--- src/rtl/drvspi_pkg.sv ---
package drvspi_pkg;
   localparam int WORD_W = 16;
   typedef logic [WORD_W-1:0] word_t;

   localparam word_t MSG_WRITE = 16'h0001;
   localparam word_t MSG_READ  = 16'h0002;
   localparam word_t MSG_EXCH  = 16'h0003;

   localparam int FRAME_WORDS = 4;
endpackage

--- src/rtl/drvspi_phy.sv ---
module drvspi_phy
   import drvspi_pkg::*;
#(
   parameter int SYNC_STAGES = 2
) (
   input  logic  clk,
   input  logic  rst_n,
   input  logic  sclk,
   input  logic  cs_n,
   input  logic  mosi,
   output logic  miso,
   output logic  frame_start,
   output logic  frame_end,
   output logic  word_valid,
   output word_t rx_word,
   output logic  aligned,
   output logic  tx_load,
   input  word_t tx_first,
   input  word_t tx_next
);
   localparam int BIT_CW = $clog2(WORD_W);

   logic [SYNC_STAGES:0]   sclk_p;
   logic [SYNC_STAGES:0]   cs_p;
   logic [SYNC_STAGES-1:0] mosi_p;

   always_ff @(posedge clk or negedge rst_n) begin
      if (!rst_n) begin
         sclk_p <= '0;
         cs_p   <= '1;
         mosi_p <= '0;
      end else begin
         sclk_p <= {sclk_p[SYNC_STAGES-1:0], sclk};
         cs_p   <= {cs_p[SYNC_STAGES-1:0], cs_n};
         mosi_p <= {mosi_p[SYNC_STAGES-2:0], mosi};
      end
   end

   logic sc_now, sc_prev, sel_now, sel_prev, mosi_b;
   logic rise, fall;
   assign sc_now   = sclk_p[SYNC_STAGES-1];
   assign sc_prev  = sclk_p[SYNC_STAGES];
   assign sel_now  = ~cs_p[SYNC_STAGES-1];
   assign sel_prev = ~cs_p[SYNC_STAGES];
   assign mosi_b   = mosi_p[SYNC_STAGES-1];
   assign rise     = sc_now & ~sc_prev;
   assign fall     = ~sc_now & sc_prev;

   assign frame_start = sel_now & ~sel_prev;
   assign frame_end   = ~sel_now & sel_prev;

   logic [BIT_CW-1:0] bit_cnt;
   word_t             in_sr;
   word_t             out_sr;
   logic              load_pend;

   always_ff @(posedge clk or negedge rst_n) begin
      if (!rst_n) begin
         bit_cnt    <= '0;
         in_sr      <= '0;
         out_sr     <= '0;
         load_pend  <= 1'b0;
         word_valid <= 1'b0;
         rx_word    <= '0;
      end else begin
         word_valid <= 1'b0;
         if (frame_start) begin
            bit_cnt   <= '0;
            in_sr     <= '0;
            out_sr    <= tx_first;
            load_pend <= 1'b0;
         end else if (sel_now) begin
            if (rise) begin
               in_sr   <= {in_sr[WORD_W-2:0], mosi_b};
               bit_cnt <= bit_cnt + 1'b1;
               if (bit_cnt == BIT_CW'(WORD_W-1)) begin
                  word_valid <= 1'b1;
                  rx_word    <= {in_sr[WORD_W-2:0], mosi_b};
                  load_pend  <= 1'b1;
               end
            end
            if (fall) begin
               if (load_pend) begin
                  out_sr    <= tx_next;
                  load_pend <= 1'b0;
               end else begin
                  out_sr <= {out_sr[WORD_W-2:0], 1'b0};
               end
            end
         end
      end
   end

   assign aligned = (bit_cnt == '0);
   assign tx_load = sel_now & fall & load_pend;
   assign miso    = sel_now ? out_sr[WORD_W-1] : 1'b0;
endmodule

--- src/rtl/drvspi_params.sv ---
module drvspi_params
   import drvspi_pkg::*;
#(
   parameter int NUM_PARAMS = 16,
   parameter int ADDR_W     = $clog2(NUM_PARAMS)
) (
   input  logic                         clk,
   input  logic                         rst_n,
   input  logic                         wr_en,
   input  logic [ADDR_W-1:0]            wr_addr,
   input  word_t                        wr_data,
   input  logic [ADDR_W-1:0]            rd_addr,
   output word_t                        rd_data,
   output logic [NUM_PARAMS*WORD_W-1:0] params_flat
);
   for (genvar g = 0; g < NUM_PARAMS; g++) begin : g_reg
      word_t val_q;
      always_ff @(posedge clk or negedge rst_n) begin
         if (!rst_n)
            val_q <= '0;
         else if (wr_en && wr_addr == ADDR_W'(g))
            val_q <= wr_data;
      end
      assign params_flat[g*WORD_W +: WORD_W] = val_q;
   end

   always_comb begin
      rd_data = '0;
      for (int i = 0; i < NUM_PARAMS; i++) begin
         if (rd_addr == ADDR_W'(i))
            rd_data = params_flat[i*WORD_W +: WORD_W];
      end
   end
endmodule

--- src/rtl/drvspi_engine.sv ---
module drvspi_engine
   import drvspi_pkg::*;
#(
   parameter int NUM_PARAMS = 16,
   parameter int FLAG_W     = 8,
   parameter int ADDR_W     = $clog2(NUM_PARAMS)
) (
   input  logic              clk,
   input  logic              rst_n,
   input  logic              frame_start,
   input  logic              frame_end,
   input  logic              word_valid,
   input  word_t             rx_word,
   input  logic              aligned,
   input  logic              tx_load,
   input  logic [FLAG_W-1:0] flags,
   input  word_t             cur_sample,
   input  word_t             cyc_data,
   input  word_t             rd_param,
   output word_t             status,
   output word_t             tx_next,
   output word_t             cyc_idx,
   output logic [ADDR_W-1:0] rd_addr,
   output logic              wr_en,
   output logic [ADDR_W-1:0] wr_addr,
   output word_t             wr_data
);
   localparam int WC_W = 3;
   localparam logic [WC_W-1:0] WC_MAX  = '1;
   localparam logic [WC_W-1:0] WC_FULL = WC_W'(FRAME_WORDS);

   logic [WC_W-1:0] wcnt;
   word_t           id_q, addr_q, val_q;
   word_t           rx_sum, tx_sum;
   logic            err_q;

   logic is_write, is_read, is_exch, in_range, len_ok, sum_ok, in_bad;
   assign is_write = (id_q == MSG_WRITE);
   assign is_read  = (id_q == MSG_READ);
   assign is_exch  = (id_q == MSG_EXCH);
   assign in_range = (addr_q < word_t'(NUM_PARAMS));
   assign len_ok   = (wcnt == WC_FULL) && aligned;
   assign sum_ok   = (rx_sum == '0);
   assign in_bad   = (is_read || is_exch) && !sum_ok;

   logic wr_judge;
   assign wr_judge = frame_end && is_write && len_ok;
   assign wr_en    = wr_judge && sum_ok && in_range;
   assign wr_addr  = addr_q[ADDR_W-1:0];
   assign wr_data  = val_q;
   assign rd_addr  = addr_q[ADDR_W-1:0];
   assign cyc_idx  = addr_q;

   always_comb begin
      status = '0;
      status[FLAG_W-1:0] = flags;
      status[WORD_W-1]   = err_q;
   end

   always_comb begin
      case (wcnt)
         3'd1:    tx_next = is_exch ? cur_sample : '0;
         3'd2:    tx_next = is_exch ? cyc_data :
                            is_read ? (in_range ? rd_param : cyc_data) : '0;
         3'd3:    tx_next = (word_t'(0) - tx_sum) ^ (in_bad ? '1 : '0);
         default: tx_next = '0;
      endcase
   end

   always_ff @(posedge clk or negedge rst_n) begin
      if (!rst_n) begin
         wcnt   <= '0;
         id_q   <= '0;
         addr_q <= '0;
         val_q  <= '0;
         rx_sum <= '0;
         tx_sum <= '0;
         err_q  <= 1'b0;
      end else begin
         if (frame_start) begin
            wcnt   <= '0;
            id_q   <= '0;
            rx_sum <= '0;
            tx_sum <= status;
         end else begin
            if (word_valid) begin
               if (wcnt != WC_MAX)
                  wcnt <= wcnt + 1'b1;
               rx_sum <= rx_sum + rx_word;
               case (wcnt)
                  3'd0:    id_q   <= rx_word;
                  3'd1:    addr_q <= rx_word;
                  3'd2:    val_q  <= rx_word;
                  default: ;
               endcase
            end
            if (tx_load)
               tx_sum <= tx_sum + tx_next;
         end
         if (wr_judge)
            err_q <= !(sum_ok && in_range);
      end
   end
endmodule

--- src/rtl/drvspi_msg_handler.sv ---
module drvspi_msg_handler
   import drvspi_pkg::*;
#(
   parameter int NUM_PARAMS  = 16,
   parameter int FLAG_W      = 8,
   parameter int SYNC_STAGES = 2
) (
   input  logic                         clk,
   input  logic                         rst_n,
   input  logic                         spi_sclk,
   input  logic                         spi_cs_n,
   input  logic                         spi_mosi,
   output logic                         spi_miso,
   input  logic [FLAG_W-1:0]            prot_flags,
   input  logic [WORD_W-1:0]            phase_current,
   output logic [WORD_W-1:0]            cyc_index,
   input  logic [WORD_W-1:0]            cyc_value,
   output logic [NUM_PARAMS*WORD_W-1:0] param_bus
);
   localparam int ADDR_W = $clog2(NUM_PARAMS);

   if (NUM_PARAMS < 2 || NUM_PARAMS > 256) begin : g_chk_np
      $error("NUM_PARAMS must be within 2..256");
   end
   if (FLAG_W < 1 || FLAG_W > WORD_W-2) begin : g_chk_fw
      $error("FLAG_W must leave the error bit and one spare bit free");
   end
   if (SYNC_STAGES < 2) begin : g_chk_sync
      $error("SYNC_STAGES must be at least 2");
   end

   logic              frame_start_w, frame_end_w, word_valid_w, aligned_w, tx_load_w;
   word_t             rx_word_w, status_w, tx_next_w, rd_data_w, wr_data_w;
   logic              wr_en_w;
   logic [ADDR_W-1:0] wr_addr_w, rd_addr_w;

   drvspi_phy #(.SYNC_STAGES(SYNC_STAGES)) u_phy (
      .clk         (clk),
      .rst_n       (rst_n),
      .sclk        (spi_sclk),
      .cs_n        (spi_cs_n),
      .mosi        (spi_mosi),
      .miso        (spi_miso),
      .frame_start (frame_start_w),
      .frame_end   (frame_end_w),
      .word_valid  (word_valid_w),
      .rx_word     (rx_word_w),
      .aligned     (aligned_w),
      .tx_load     (tx_load_w),
      .tx_first    (status_w),
      .tx_next     (tx_next_w)
   );

   drvspi_engine #(.NUM_PARAMS(NUM_PARAMS), .FLAG_W(FLAG_W), .ADDR_W(ADDR_W)) u_eng (
      .clk         (clk),
      .rst_n       (rst_n),
      .frame_start (frame_start_w),
      .frame_end   (frame_end_w),
      .word_valid  (word_valid_w),
      .rx_word     (rx_word_w),
      .aligned     (aligned_w),
      .tx_load     (tx_load_w),
      .flags       (prot_flags),
      .cur_sample  (phase_current),
      .cyc_data    (cyc_value),
      .rd_param    (rd_data_w),
      .status      (status_w),
      .tx_next     (tx_next_w),
      .cyc_idx     (cyc_index),
      .rd_addr     (rd_addr_w),
      .wr_en       (wr_en_w),
      .wr_addr     (wr_addr_w),
      .wr_data     (wr_data_w)
   );

   drvspi_params #(.NUM_PARAMS(NUM_PARAMS), .ADDR_W(ADDR_W)) u_regs (
      .clk         (clk),
      .rst_n       (rst_n),
      .wr_en       (wr_en_w),
      .wr_addr     (wr_addr_w),
      .wr_data     (wr_data_w),
      .rd_addr     (rd_addr_w),
      .rd_data     (rd_data_w),
      .params_flat (param_bus)
   );
endmodule

--- config.mk ---
export PLATFORM = sky130hd
export DESIGN_NAME = drvspi_msg_handler
export DESIGN_NICKNAME = d
export VERILOG_FILES = /design/src/rtl/drvspi_pkg.sv /design/src/rtl/drvspi_phy.sv /design/src/rtl/drvspi_params.sv /design/src/rtl/drvspi_engine.sv /design/src/rtl/drvspi_msg_handler.sv
export SDC_FILE = /design/constraint.sdc
export NUM_CORES = 1
export LEC_CHECK = 0
export BUFFER_PORTS_ARGS = -buffer_cell sky130_fd_sc_hd__buf_2
export CORE_ASPECT_RATIO = 0.5
export CORE_UTILIZATION = 62
export DETAILED_ROUTE_END_ITERATION = 7
export PLACE_DENSITY = 0.92
export SYNTH_ARGS = -nofsm -noshare
export SYNTH_HDL_FRONTEND = slang
export SYNTH_SLANG_ARGS = --single-unit
--- constraint.sdc ---
create_clock -name clk -period 13.2 [get_ports clk]
set_input_delay 0.66 -clock clk [delete_from_list [all_inputs] [get_ports clk]]
set_output_delay 0.66 -clock clk [all_outputs]
set_load 0.005 [all_outputs]
* Yosys cells after proc, flatten, opt, wreduce, memory -nomap -nowiden
Index checks and enable logic that the tools add are counted.
** Word-level totals
- Bits in registers :: 401
- Word-level logic and storage cells :: 171
** Operators by class
- $add $sub $neg :: 5
- Magnitude comparators :: 1
- Equality and inequality tests :: 25
- Multiplexer cells :: 53
- Bitwise operators :: 12
- Reductions and logical operators :: 43
** Operator list (count)
- two-way mux 16 bit :: 32
- case mux 16 bit (3 select lines) :: 1
- two-way mux 15 bit :: 3
- equality test 4 bit (second input constant) :: 9
- adder 16 bit :: 2
- equality test 16 x 2 -> 1 bit (second input constant) :: 2
- logical AND 1 bit :: 23
- equality test 16 x 1 -> 1 bit (second input constant) :: 1
- equality test 4 x 3 -> 1 bit (second input constant) :: 4
- zero test 16 bit :: 1
- < comparator 16 x 5 -> 1 bit (second input constant) :: 1
- subtractor 1 x 16 -> 16 bit (first input constant) :: 1
- XOR 16 bit :: 1
- two-way mux 4 bit :: 3
- nonzero test 2 bit :: 6
- two-way mux 1 bit :: 11
- two-way mux 3 bit :: 3
- equality test 4 x 2 -> 1 bit (second input constant) :: 2
- zero test 4 bit :: 2
- AND reduction 2 bit :: 4
- AND 1 bit :: 6
- equality test 3 x 2 -> 1 bit (second input constant) :: 2
- AND reduction 3 bit :: 2
- NOT 1 bit :: 5
- 11 further kinds :: 12

* Depth between registers and ports, before layout
- Word-level depth :: 25
- Depth in mapped cells :: 23
- Mapped depth without buffers :: 21

* Modules after synthesis
Synthesis repeated with hierarchy kept, for this count alone.
** Unflattened totals
- Cells, all modules :: 1719
- Area total of the unflattened synthesis :: 20603.5 um^2
** By module, submodules not included
- drvspi_params :: instances 1, cells an instance 941, area each 12323.1 um^2
- drvspi_engine :: instances 1, cells an instance 593, area each 5718.0 um^2
- drvspi_phy :: instances 1, cells an instance 185, area each 2562.5 um^2

* Worst setup path after synthesis
Ideal clock, no wire load.
- Path kind :: reg-to-reg
- Start :: register u_eng.addr_q[0], in the netlist u_eng.cyc_idx[0]
- End :: register u_eng.tx_sum[14]
- Setup time :: 0.121 ns
- Arrival :: 4.187 ns
- Required time :: 13.079 ns
- Setup slack :: 8.892 ns
- Cell stages (with the launch flop) :: 23
- Clock period less this slack :: 4.308 ns
- Path through :: dfrtp_1 buf_4 buf_2 buf_2 buf_2 a32oi_1 a41oi_1 a21oi_1 a211oi_1 nor2_1 nor2_1 ha_1 inv_1 fa_1 nor2b_1 o21ai_0 a21oi_1 o21ai_0 a211oi_1 nor4b_1 o41ai_1 xor2_1 a22o_1
** Between the ends
- Longest elaborated chain between the ends :: 24
** Ends and longest elaborated chain
- start: declaration :: line drvspi_engine.sv:33 : word_t id_q, addr_q, val_q;
- start signal: assignment :: line drvspi_engine.sv:92 : 3'd1: addr_q <= rx_word;
- zero test 4 bit :: line drvspi_params.sv:30 : if (rd_addr == ADDR_W'(i))
- two-way mux 16 bit (16 in a row) :: line drvspi_params.sv:30
- two-way mux 16 bit * (2 in a row) :: line drvspi_engine.sv:64 : is_read ? (in_range ? rd_param : cyc_data) : '0;
- two-way mux 16 bit * :: line drvspi_engine.sv:63 : 3'd2: tx_next = is_exch ? cyc_data :
- case mux 16 bit (3 select lines) * :: line drvspi_engine.sv:61 : case (wcnt)
- adder 16 bit * :: line drvspi_engine.sv:98 : tx_sum <= tx_sum + tx_next;
- two-way mux 16 bit * :: line drvspi_engine.sv:97 : if (tx_load)
- two-way mux 16 bit * :: line drvspi_engine.sv:80 : if (frame_start) begin
- end signal: assignment :: line drvspi_engine.sv:84 : tx_sum <= status;
- end signal: assignment :: line drvspi_engine.sv:98
- end: declaration :: line drvspi_engine.sv:34 : word_t rx_sum, tx_sum;
Mark *: on every way between the ends. The rest lies on a longest branch, timed or not. The select of a mux whose other input is x is not followed.
A chain may end at the register's enable or synchronous reset.

* Worst setup path in the final report
- Start :: register u_eng.addr_q[3], in the netlist u_eng.cyc_idx[3]
- End :: register u_eng.tx_sum[14]
Same word-level chain as after synthesis.

==> flow_metrics.tcl <==
set metrics [dict create \
    dr.pass1.iters 8 \
    die_area_mm2 0.0331 \
    netlist_area_mm2 0.0201 \
    cts.reportedPaths.clkPinSlew_ns 0.07 \
    io_pins 318 \
    slew_viol_final 0 \
    antenna_found_initial 0 \
    cap_violations 0 \
    cp_top_family "compound AO/OA/AOI/OAI gates" \
    grt_max_degree 118 \
    crit_start "u_eng.cyc_idx[3]$_DFFE_PN0P_" \
    grt_pass1_wl_um 99600 \
    min_path_type "in -> async" \
    ir_drop_uv 68.9 \
    clkSinkCount 401 \
    yosys_warnings 0 \
    cts_setup_buffers 0 \
    maxSlewHeadroom 0.239 \
    post_drt_wl_per_cell_um 26.8 \
    nets 2101 \
    yosysMostFrequentCell "dfrtp_1" \
    worst_clock_skew_ns 0.0183 \
    synth_cells 1755 \
    ys_seq_elements 401 \
    io_buffers 317 \
    grt_usage 0.395 \
    synth_top_area_frac 0.496 \
    multi_input_area_mm2 0.00948 \
    synthTopCellsByArea "dfrtp_1 50%, mux2_2 18%, a21oi_1 2.6%, nand2_1 2.5%, ha_1 2.4%" \
    cp_num_buf_inv 1 \
    die_y_um 129 \
    rows 46 \
    outcome "finished with violations" \
    place_hpwl_um 45000 \
    hold_violations 0 \
    drive_gt1_frac 0.371 \
    setup.worst_path.end_class "flop" \
    power.density_mw_per_mm2 109 \
    worstMarginPinSlew_ns 1.14 \
    cts_tree "yes" \
    synthesis.nets 1841 \
    diodes 0 \
    crit_path_max_fanout 32 \
    synth-edff-count 0 \
    seq_area_mm2 0.0100 \
    seq_area_frac_synth 0.500 \
    synthFlopType "dfrtp_1" \
    tns_ns 0 \
    slowest_stage "dfrtp_1" \
    arrival_ns 6.23 \
    post-route-period-util 0.439 \
    fmax_mhz 172 \
    clk_latency_ns 0.55 \
    via_per_inst 6.89 \
    rsz0062_at_grt "false" \
    cts_resized 0 \
    timing.critical_path.slowest_cell_delay_ns 1.10 \
    worstPathRequired_ns 13.63 \
    cts_max_path_buffers 3 \
    synth-async-reset-ratio 1.00 \
    leakage_nw 11.9 \
    grt-ovfl-total 0 \
    start_kind "flop" \
    whs_ns 0.161 \
    hold_buffers 0 \
    drc 11 \
    initial_core_util 0.632 \
    synth_common_cells "398 x dfrtp_1, 317 x mux2_2, 134 x nand2_1" \
    synth_cell_types 72 \
    synth.largest_area_cell "dfrtp_1" \
    avgSynthCellArea_um2 11.4 \
    first_global_vias 16700 \
    wirelength_um 66300 \
    crit_type "reg -> reg" \
    ant_nets 0 \
    rr_startpoint "u_eng.cyc_idx[3]$_DFFE_PN0P_" \
    finalWeightedCongestion 1.05 \
    cts_htree_levels 2 \
    fillers 1961 \
    finalCriticalPeriod_ns 5.80 \
    route.vias.total 17100 \
    worstPathCellList "nand2b_1 > nor3_1 > a222oi_1 > a41oi_1 > a21oi_1 > a211oi_1 > nor2_1 > nor2_1 > ha_1 > inv_1 > fa_1 > nor2b_1 > o21ai_0 > a21oi_1 > o21ai_0 > a211oi_1 > nor4b_1 > o41ai_1 > xor2_1 > a22o_1" \
    area_growth_pct 15.8 \
    violations "design-rule violations" \
    fp.dieW_um 256 \
    drt_iter0_drc 2703 \
    setup_viol 0 \
    root_buffer "clkbuf_16" \
    coreArea_mm2 0.0318 \
    numCtsBuffers 37 \
]
## worst paths after layout
check | to | slack, ns | cells past startpoint
worst max-delay path | u_eng.tx_sum[14]$_DFFE_PN0P_ | 7.40 | 20
worst min-delay path | u_regs.g_reg[4].val_q[1]$_DFFE_PN0P_ | 0.16 | 1
worst max register to register | u_eng.tx_sum[14]$_DFFE_PN0P_ | 7.40 | 20
worst min register to register | u_phy.sclk_p[1]$_DFF_PN0_ | 0.36 | 0
max in group asynchronous | u_eng.cyc_idx[0]$_DFFE_PN0P_ | 11.32 | 2
min in group clk | u_phy.mosi_p[0]$_DFF_PN0_ | 0.23 | 1
## sequential cells by signal (all words and copies together) (netlist names), 3 cells and up
signal and count:
u_eng.wr_data 16, u_regs.g.val_q 256, u_phy.sclk_p 3, u_phy.out_sr 16, u_eng.wcnt 3, u_phy.rx_word 16
u_phy.cs_p 3, u_phy.in_sr 15, u_phy.bit_cnt 4, u_eng.tx_sum 16, u_eng.id_q 16, u_eng.rx_sum 16
u_eng.cyc_idx 16
## worst register-to-register path, cell delays in order (launching register included)
cell and delay (ns):
dfrtp_1 1.10, nand2b_1 0.37, nor3_1 0.58, a222oi_1 0.23, a41oi_1 0.31, a21oi_1 0.08
a211oi_1 0.29, nor2_1 0.09, nor2_1 0.10, ha_1 0.18, inv_1 0.06, fa_1 0.41
nor2b_1 0.16, o21ai_0 0.11, a21oi_1 0.20, o21ai_0 0.16, a211oi_1 0.34, nor4b_1 0.11
o41ai_1 0.45, xor2_1 0.12, a22o_1 0.21
## where the power goes
part / switching (W) / internal [W]
clock network: 0.000496 / 0.000702
logic: 0.0000568 / 0.0000254
registers: 0.0000118 / 0.00124
## cells by family (layout without fill, tap and decap cells)
family	Yosys count	count (layout)	share of synthesized area
xor+xnor	54	54	0.0243
simple gates	423	423	0.101
buf+inv	137	424	0.0283
flops	401	401	0.500
mux	360	360	0.209
fa+ha+maj	41	41	0.0263
compound gates	339	339	0.111
## metal layers
metal / part of all wire / up-vias / track usage
li1: - / 6920 / -
met1: 0.36 / 8404 / 0.498
met2: 0.45 / 1317 / 0.619
met3: 0.12 / 411 / 0.117
met4: 0.067 / 0 / 0.225
met5: 0 / - / 0
## area by class of cell
| cell class | instances | share of cell area |
|---|---|---|
| Clock inverter | 19 | 0.0128 |
| Clock buffer | 47 | 0.0450 |
| Timing Repair Buffer | 336 | 0.0749 |
| Inverter | 22 | 0.00356 |
| Multi-Input combinational cell | 1217 | 0.408 |
| Tap cell | 432 | 0.0233 |
| Sequential cell | 401 | 0.432 |
## layout by cell type, fill, tap and decap left out, types with 11 or more instances in the layout
cell / instances
mux2i_1: 26
ha_1: 39
and3_1: 16
a22o_1: 20
a22oi_1: 29
nand3_1: 30
a211oi_1: 16
nor2_1: 115
nor2b_1: 18
inv_1: 22
o21ai_0: 57
clkbuf_16: 38
a21oi_1: 103
mux2_2: 317
o22ai_1: 17
nand4_1: 11
buf_2: 316
xor2_1: 15
dfrtp_1: 395
xnor2_1: 38
nand2_1: 134
buf_4: 19
mux4_2: 16
nor3_1: 22
nor4_1: 13
nand2b_1: 13
## per-stage QoR
stage	power, W	cells	worst slack, ns	cell area [um^2]	utilization
2_1_floorplan	0.00131	1755	8.89	20100	-
3_5_place_dp	0.00136	2408	7.75	21900	0.689
4_1_cts	0.00253	2474	7.68	23200	0.731
5_1_grt	0.00259	2474	7.06	23200	0.731
3_3_place_gp	0.00135	2408	7.96	21900	0.689
6_report	0.00253	2474	7.40	23200	0.731
Power figures use the tool's default switching activity.
